<file path="config.mk">
export PLATFORM = sky130hd
export DESIGN_NAME = fsb_bridge
export DESIGN_NICKNAME = d
export VERILOG_FILES = /design/src/rtl/fsb_pkg.sv /design/src/rtl/fsb_phase.sv /design/src/rtl/fsb_decode.sv /design/src/rtl/fsb_ctrl.sv /design/src/rtl/fsb_bridge.sv
export SDC_FILE = /design/constraint.sdc
export NUM_CORES = 1
export LEC_CHECK = 0
export ABC_AREA = 0
export BUFFER_PORTS_ARGS = -buffer_cell sky130_fd_sc_hd__buf_2
export CAP_MARGIN = 25
export CORE_UTILIZATION = 35
export DETAILED_ROUTE_END_ITERATION = 12
export GPL_ROUTABILITY_DRIVEN = 0
export SYNTH_ARGS = -nofsm -noshare
export SYNTH_HDL_FRONTEND = slang
export SYNTH_SLANG_ARGS = --single-unit
</file>
<file path="constraint.sdc">
create_clock -name clk_i -period 2.05 [get_ports clk_i]
set_input_delay 0.3075 -clock clk_i [delete_from_list [all_inputs] [get_ports clk_i]]
set_output_delay 0.3075 -clock clk_i [all_outputs]
set_load 0.01 [all_outputs]
</file>
<file path="src/rtl/fsb_pkg.sv">
package fsb_pkg;
  localparam int ADDR_W  = 24;
  localparam int SLOW_AW = 17;
  localparam int SHD_W   = 3;

  localparam logic [7:0] BANK_SLOW0 = 8'hE0;
  localparam logic [7:0] BANK_SLOW1 = 8'hE1;
  localparam logic [7:0] BANK_MIR0  = 8'h00;
  localparam logic [7:0] BANK_MIR1  = 8'h01;

  // mirror control bit positions
  localparam int SHD_TEXT  = 0;
  localparam int SHD_HIRES = 1;
  localparam int SHD_IO    = 2;

  typedef enum logic [1:0] {ST_IDLE, ST_WAIT, ST_XFER} fsb_state_e;

  typedef struct packed {
    logic slow_bank;
    logic need_slow;
  } fsb_dec_t;
endpackage

</file>
<file path="src/rtl/fsb_phase.sv">
module fsb_phase #(
  parameter int RATIO = 3
) (
  input  logic clk_i,
  input  logic rst_ni,
  output logic vid_stb_o,
  output logic cpu_last_o,
  output logic cpu_first_nxt_o
);
  localparam int PHW     = (RATIO > 2) ? $clog2(RATIO) : 1;
  localparam int VID_LEN = RATIO / 2;
  localparam logic [PHW-1:0] PH_LAST = PHW'(RATIO - 1);
  localparam logic [PHW-1:0] PH_CPU  = PHW'(VID_LEN);

  generate
    if (RATIO < 2) begin : g_bad_ratio
      $error("fsb_phase: RATIO must be at least 2");
    end
  endgenerate

  logic [PHW-1:0] ph_q, ph_d;

  assign ph_d = (ph_q == PH_LAST) ? '0 : ph_q + 1'b1;

  always_ff @(posedge clk_i or negedge rst_ni) begin
    if (!rst_ni) ph_q <= '0;
    else         ph_q <= ph_d;
  end

  assign vid_stb_o       = (ph_q < PH_CPU);
  assign cpu_last_o      = (ph_q == PH_LAST);
  assign cpu_first_nxt_o = (ph_d == PH_CPU);

  AST_PH_WRAP: assert property (@(posedge clk_i) disable iff (!rst_ni)
    (ph_q == PH_LAST) |=> (ph_q == '0));
  AST_VID_EVERY_SLOT: assert property (@(posedge clk_i) disable iff (!rst_ni)
    cpu_last_o |=> vid_stb_o);
endmodule

</file>
<file path="src/rtl/fsb_decode.sv">
module fsb_decode
  import fsb_pkg::*;
(
  input  logic              clk_i,
  input  logic              rst_ni,
  input  logic              shd_we_i,
  input  logic [SHD_W-1:0]  shd_wdata_i,
  input  logic              we_i,
  input  logic [ADDR_W-1:0] addr_i,
  output fsb_dec_t          dec_o
);
  logic [SHD_W-1:0] shd_q;
  logic [7:0]  bank;
  logic [15:0] off;
  logic mir_bank, hit_text, hit_hires, hit_io, mir_hit;

  always_ff @(posedge clk_i or negedge rst_ni) begin
    if (!rst_ni)       shd_q <= '1;
    else if (shd_we_i) shd_q <= shd_wdata_i;
  end

  assign bank = addr_i[23:16];
  assign off  = addr_i[15:0];

  always_comb begin
    mir_bank  = (bank == BANK_MIR0) || (bank == BANK_MIR1);
    hit_text  = (off[15:10] == 6'b000001);
    hit_hires = (off[15:13] == 3'd1) || (off[15:13] == 3'd2);
    hit_io    = (off[15:12] == 4'hC);
    mir_hit   = (hit_text  && shd_q[SHD_TEXT])  ||
                (hit_hires && shd_q[SHD_HIRES]) ||
                (hit_io    && shd_q[SHD_IO]);
    dec_o.slow_bank = (bank == BANK_SLOW0) || (bank == BANK_SLOW1);
    dec_o.need_slow = dec_o.slow_bank || (we_i && mir_bank && mir_hit);
  end

  AST_SHD_LOAD: assert property (@(posedge clk_i) disable iff (!rst_ni)
    shd_we_i |=> (shd_q == $past(shd_wdata_i)));
endmodule

</file>
<file path="src/rtl/fsb_ctrl.sv">
module fsb_ctrl
  import fsb_pkg::*;
#(
  parameter int DW = 8
) (
  input  logic               clk_i,
  input  logic               rst_ni,
  input  logic               req_i,
  input  logic               we_i,
  input  logic [SLOW_AW-1:0] addr_i,
  input  logic [DW-1:0]      wdata_i,
  input  fsb_dec_t           dec_i,
  input  logic               vid_stb_i,
  input  logic               cpu_last_i,
  input  logic               cpu_first_nxt_i,
  input  logic [DW-1:0]      slow_rdata_i,
  output logic               ready_o,
  output logic               fast_we_o,
  output logic [DW-1:0]      rdata_o,
  output logic [SLOW_AW-1:0] slow_addr_o,
  output logic [DW-1:0]      slow_wdata_o,
  output logic               slow_we_o,
  output logic               slow_re_o
);
  fsb_state_e st_q, st_d;
  logic acc, take, we_q, xfer;

  assign ready_o   = (st_q == ST_IDLE);
  assign acc       = req_i && ready_o;
  assign take      = acc && dec_i.need_slow;
  assign fast_we_o = acc && we_i && !dec_i.slow_bank;
  assign xfer      = (st_q == ST_XFER);

  always_comb begin
    st_d = st_q;
    unique case (st_q)
      ST_IDLE: if (take) st_d = cpu_first_nxt_i ? ST_XFER : ST_WAIT;
      ST_WAIT: if (cpu_first_nxt_i) st_d = ST_XFER;
      ST_XFER: if (cpu_last_i) st_d = ST_IDLE;
      default: st_d = ST_IDLE;
    endcase
  end

  always_ff @(posedge clk_i or negedge rst_ni) begin
    if (!rst_ni) begin
      st_q         <= ST_IDLE;
      we_q         <= 1'b0;
      slow_addr_o  <= '0;
      slow_wdata_o <= '0;
      rdata_o      <= '0;
    end else begin
      st_q <= st_d;
      if (take) begin
        we_q         <= we_i;
        slow_addr_o  <= addr_i;
        slow_wdata_o <= wdata_i;
      end
      if (xfer && cpu_last_i && !we_q) rdata_o <= slow_rdata_i;
    end
  end

  assign slow_we_o = xfer && we_q;
  assign slow_re_o = xfer && !we_q;

  AST_STB_EXCL: assert property (@(posedge clk_i) disable iff (!rst_ni)
    !(vid_stb_i && (slow_we_o || slow_re_o)));
  AST_STALL_ON_SLOW: assert property (@(posedge clk_i) disable iff (!rst_ni)
    take |=> !ready_o);
  AST_FAST_NO_STALL: assert property (@(posedge clk_i) disable iff (!rst_ni)
    (acc && !dec_i.need_slow) |=> ready_o);
  AST_READY_AFTER_XFER: assert property (@(posedge clk_i) disable iff (!rst_ni)
    $fell(slow_we_o || slow_re_o) |-> ready_o);
endmodule

</file>
<file path="src/rtl/fsb_bridge.sv">
module fsb_bridge
  import fsb_pkg::*;
#(
  parameter int RATIO = 3,
  parameter int DW    = 8
) (
  input  logic               clk_i,
  input  logic               rst_ni,
  input  logic               req_i,
  input  logic               we_i,
  input  logic [ADDR_W-1:0]  addr_i,
  input  logic [DW-1:0]      wdata_i,
  input  logic               shd_we_i,
  input  logic [SHD_W-1:0]   shd_wdata_i,
  output logic               ready_o,
  output logic               fast_we_o,
  output logic [DW-1:0]      rdata_o,
  output logic [SLOW_AW-1:0] slow_addr_o,
  output logic [DW-1:0]      slow_wdata_o,
  output logic               slow_we_o,
  output logic               slow_re_o,
  input  logic [DW-1:0]      slow_rdata_i,
  output logic               vid_stb_o
);
  fsb_dec_t dec;
  logic cpu_last, cpu_first_nxt;

  fsb_phase #(.RATIO(RATIO)) u_phase (
    .clk_i           (clk_i),
    .rst_ni          (rst_ni),
    .vid_stb_o       (vid_stb_o),
    .cpu_last_o      (cpu_last),
    .cpu_first_nxt_o (cpu_first_nxt)
  );

  fsb_decode u_decode (
    .clk_i       (clk_i),
    .rst_ni      (rst_ni),
    .shd_we_i    (shd_we_i),
    .shd_wdata_i (shd_wdata_i),
    .we_i        (we_i),
    .addr_i      (addr_i),
    .dec_o       (dec)
  );

  fsb_ctrl #(.DW(DW)) u_ctrl (
    .clk_i           (clk_i),
    .rst_ni          (rst_ni),
    .req_i           (req_i),
    .we_i            (we_i),
    .addr_i          (addr_i[SLOW_AW-1:0]),
    .wdata_i         (wdata_i),
    .dec_i           (dec),
    .vid_stb_i       (vid_stb_o),
    .cpu_last_i      (cpu_last),
    .cpu_first_nxt_i (cpu_first_nxt),
    .slow_rdata_i    (slow_rdata_i),
    .ready_o         (ready_o),
    .fast_we_o       (fast_we_o),
    .rdata_o         (rdata_o),
    .slow_addr_o     (slow_addr_o),
    .slow_wdata_o    (slow_wdata_o),
    .slow_we_o       (slow_we_o),
    .slow_re_o       (slow_re_o)
  );

  AST_SLOW_NOT_READY: assert property (@(posedge clk_i) disable iff (!rst_ni)
    (slow_we_o || slow_re_o) |-> !ready_o);
endmodule

</file>
==> impl_metrics.csv <==
group,metric,value,unit
global_routing,grt_pass1_wl,5.651,mm
floorplan,initial_core_util,36.76,%
floorplan,io_pins,86,
routing,drt_iter0_markers,26,
placed_design,hpwl,2.625,mm
cts,path_clk_slew,0.08,ns
yosys,synth_common_cells,"dfrtp_1, mux2_4, mux2_2",
yosys,synth_area_leader_cell,"dfrtp_1",
global_routing,grt-ovfl-total,0,
worst_setup_path,crit_type,"reg2reg",
timing,layout_min_cycle_time,1.906,ns
cts,cts_inserted_buffers,5,
timing,min_period_over_period,92.97,%
yosys,yosysMostFrequentCell,"dfrtp_1",
routing,via_count,1208,
finish,design_area,2356,sq um
routing,viasPerCell,4.474,
pwr,p_seq_share,54.3,%
yosys,synthCells,111,
cts,clk_latency,0.28,ns
routing,antenna_left,0,
finish,fin_nets,251,
finish,diodes,0,
pwr,pwr-share-clk,31.4,%
cts,hold_buffers,0,
yosys,yosys_most_used_dff,"dfrtp_1",
pwr,p_comb_share,14.3,%
worst_setup_path,start_kind,"flip-flop",
pwr,netSwitchingFraction,23.27,%
routing,dr.pass1.iters,2,
hold_path,min_path_type,"in2async",
worst_setup_path,cp.arrival,2.07,ns
timing,maxSlewViolCount,0,
yosys,ys_seq_area_share,58.53,%
yosys,yosysTopAreaCellShare,54.05,%
routing,drc,0,
global_routing,grt_max_degree,42,
timing,finalHoldViolCount,0,
cts,postCtsSetupBuffers,0,
floorplan,dieArea,5314,sq um
yosys,synth_fp_nets,159,
timing,setup_violations,0,
worst_setup_path,path_max_fanout,9,
worst_setup_path,reg2regPathDepth,6,
routing,wl_per_cell,13.06,um
pwr,p_leak,1.222,nW
timing,max_clock_freq,0.5247,GHz
yosys,async_flop_share,100.0,%
global_routing,grt_util_all_layers,14.60,%
yosys,postSynthAreaPerCell,15.85,sq um
timing,tns,0,ns
finish,drive_gt1_share,67.98,%
floorplan,die_y,72.90,um
floorplan,core_area,4786,sq um
status,outcome,"completed",
pwr,p_total,1.661,mW
cts,clk_path_buf_depth,2,
pwr,p_switching,0.3865,mW
pwr,intPower,1.275,mW
floorplan,fp-row-count,25,
timing,worst_slack,0.1441,ns
finish,final_util,49.23,%
pwr,peakVddDrop,357.6,uV
yosys,syn_area,1759,sq um
cts,root_buffer,"clkbuf_8",
global_routing,antenna_found_initial,0,
worst_setup_path,crit_required,2.21,ns
cts,cts_tree,"done",
floorplan,die_w,72.90,um
placed_design,pre_cts_ws,0.01314,ns
worst_setup_path,r2r-start,"u_decode.shd_q[0]",
yosys,synth-edff-count,0,
placed_design,io_buffers,85,
finish,area_growth,33.93,%
worst_setup_path,crit_path_end_kind,"flip-flop",
cts,cts_resized,0,
cts,numClockSinks,41,
yosys,ys_ff_latch,41,
worst_setup_path,rrSetupSlack,0.14,ns
timing,fin_skew,0.008363,ns
pwr,p_per_area,705.0,nW/um^2
yosys,ys_types,26,
yosys,yosys_warnings,0,
placed_design,placement.cell_area,2270,sq um
flow_run,drv_cap,0,
routing,finalWirelength,3.525,mm
global_routing,grt_pass1_vias,1175,
timing,relSlewSlack,66.15,%
cts,htreeDepth,2,
timing,rsz0062_at_grt,"false",
yosys,synthTopCellsByArea,"dfrtp_1, mux2_4, mux2_2",
timing,tightest_slew,0.5078,ns
worst_setup_path,rr_endpoint,"u_ctrl.slow_addr_o[6]",
[cells by family (layout without fill, tap and decap cells)]
logic type / after synthesis / count (layout) / synth area share [%]
AO/OA/AOI/OAI: 10 / 10 / 4.268
buffers and inverters: 5 / 97 / 2.347
flip-flops: 41 / 41 / 58.53
multiplexers: 37 / 37 / 27.95
AND/OR/NAND/NOR: 18 / 18 / 6.899
[metrics by stage]
step,instances,hold WS (ns)
after floorplan,111,0.01191
after global placement,263,0.4046
after detailed placement,263,0.4083
after CTS,270,0.09036
after global routing,270,0.1175
final,270,0.06838
[how the worst max path moves through the flow]
stage	startpoint	to	slack, ns
global placement	addr_i[12]	u_ctrl.slow_addr_o[6]	0.05
global route	u_decode.shd_q[0]	u_ctrl.slow_addr_o[4]	0.04
floorplan	addr_i[21]	u_ctrl.slow_addr_o[0]	0.21
finish	u_decode.shd_q[0]	u_ctrl.slow_addr_o[6]	0.14
detailed placement	addr_i[12]	u_ctrl.slow_addr_o[6]	0.01
CTS	u_decode.shd_q[0]	u_ctrl.slow_addr_o[6]	0.12
[critical path, cell delays in order, from the launching register on]
cell	delay, ns
dfstp_2	0.54
nand2_1	0.05
o31ai_1	0.20
nand4_1	0.22
a21oi_4	0.22
buf_4	0.24
mux2_4	0.32
[state kept, by name, indices dropped and copies added (netlist names)]
signal               flops
u_ctrl.slow_addr_o      17
u_ctrl.rdata_o           8
u_ctrl.slow_wdata_o      8
u_ctrl.st_q              2
u_ctrl.we_q              1
u_phase.ph_q             2
u_decode.shd_q           3
[final cells by class]
cell class,count,area (sq um)
fill,440,2430
sequential,41,1030
multi-input combinational,65,688.2
timing repair buffer,88,460.4
clock buffer,7,86.33
tap,67,83.83
inverter,2,7.507
[layout by cell type, fill, tap and decap left out, types with 2 or more instances in the layout]
cell type,Yosys,final
buf_4,0,2
inv_1,2,2
clkbuf_8,0,6
nor2_1,3,3
mux2_4,20,20
dfrtp_1,38,38
dfstp_2,3,3
buf_2,0,85
nand4_1,2,2
a21oi_1,2,2
nand2_1,4,4
o21ai_0,3,3
mux2_2,17,17
[power groups by stage]
stage	combinational (mW)	sequential, mW	clock (mW)
floorplan	0.0845	0.940	0
global placement	0.239	0.917	0
detailed placement	0.243	0.918	0
CTS	0.243	0.904	0.546
global route	0.263	0.911	0.574
finish	0.238	0.902	0.521
[per-layer routing]
metal	share of wire, %	vias up	track usage (%)
met4	1.2	0	6.536
met5	0	-	0
met2	47	49	22.74
met1	45	577	18.22
met3	6.8	5	5.249
li1	-	577	-
(Power assumes the default switching activity.)
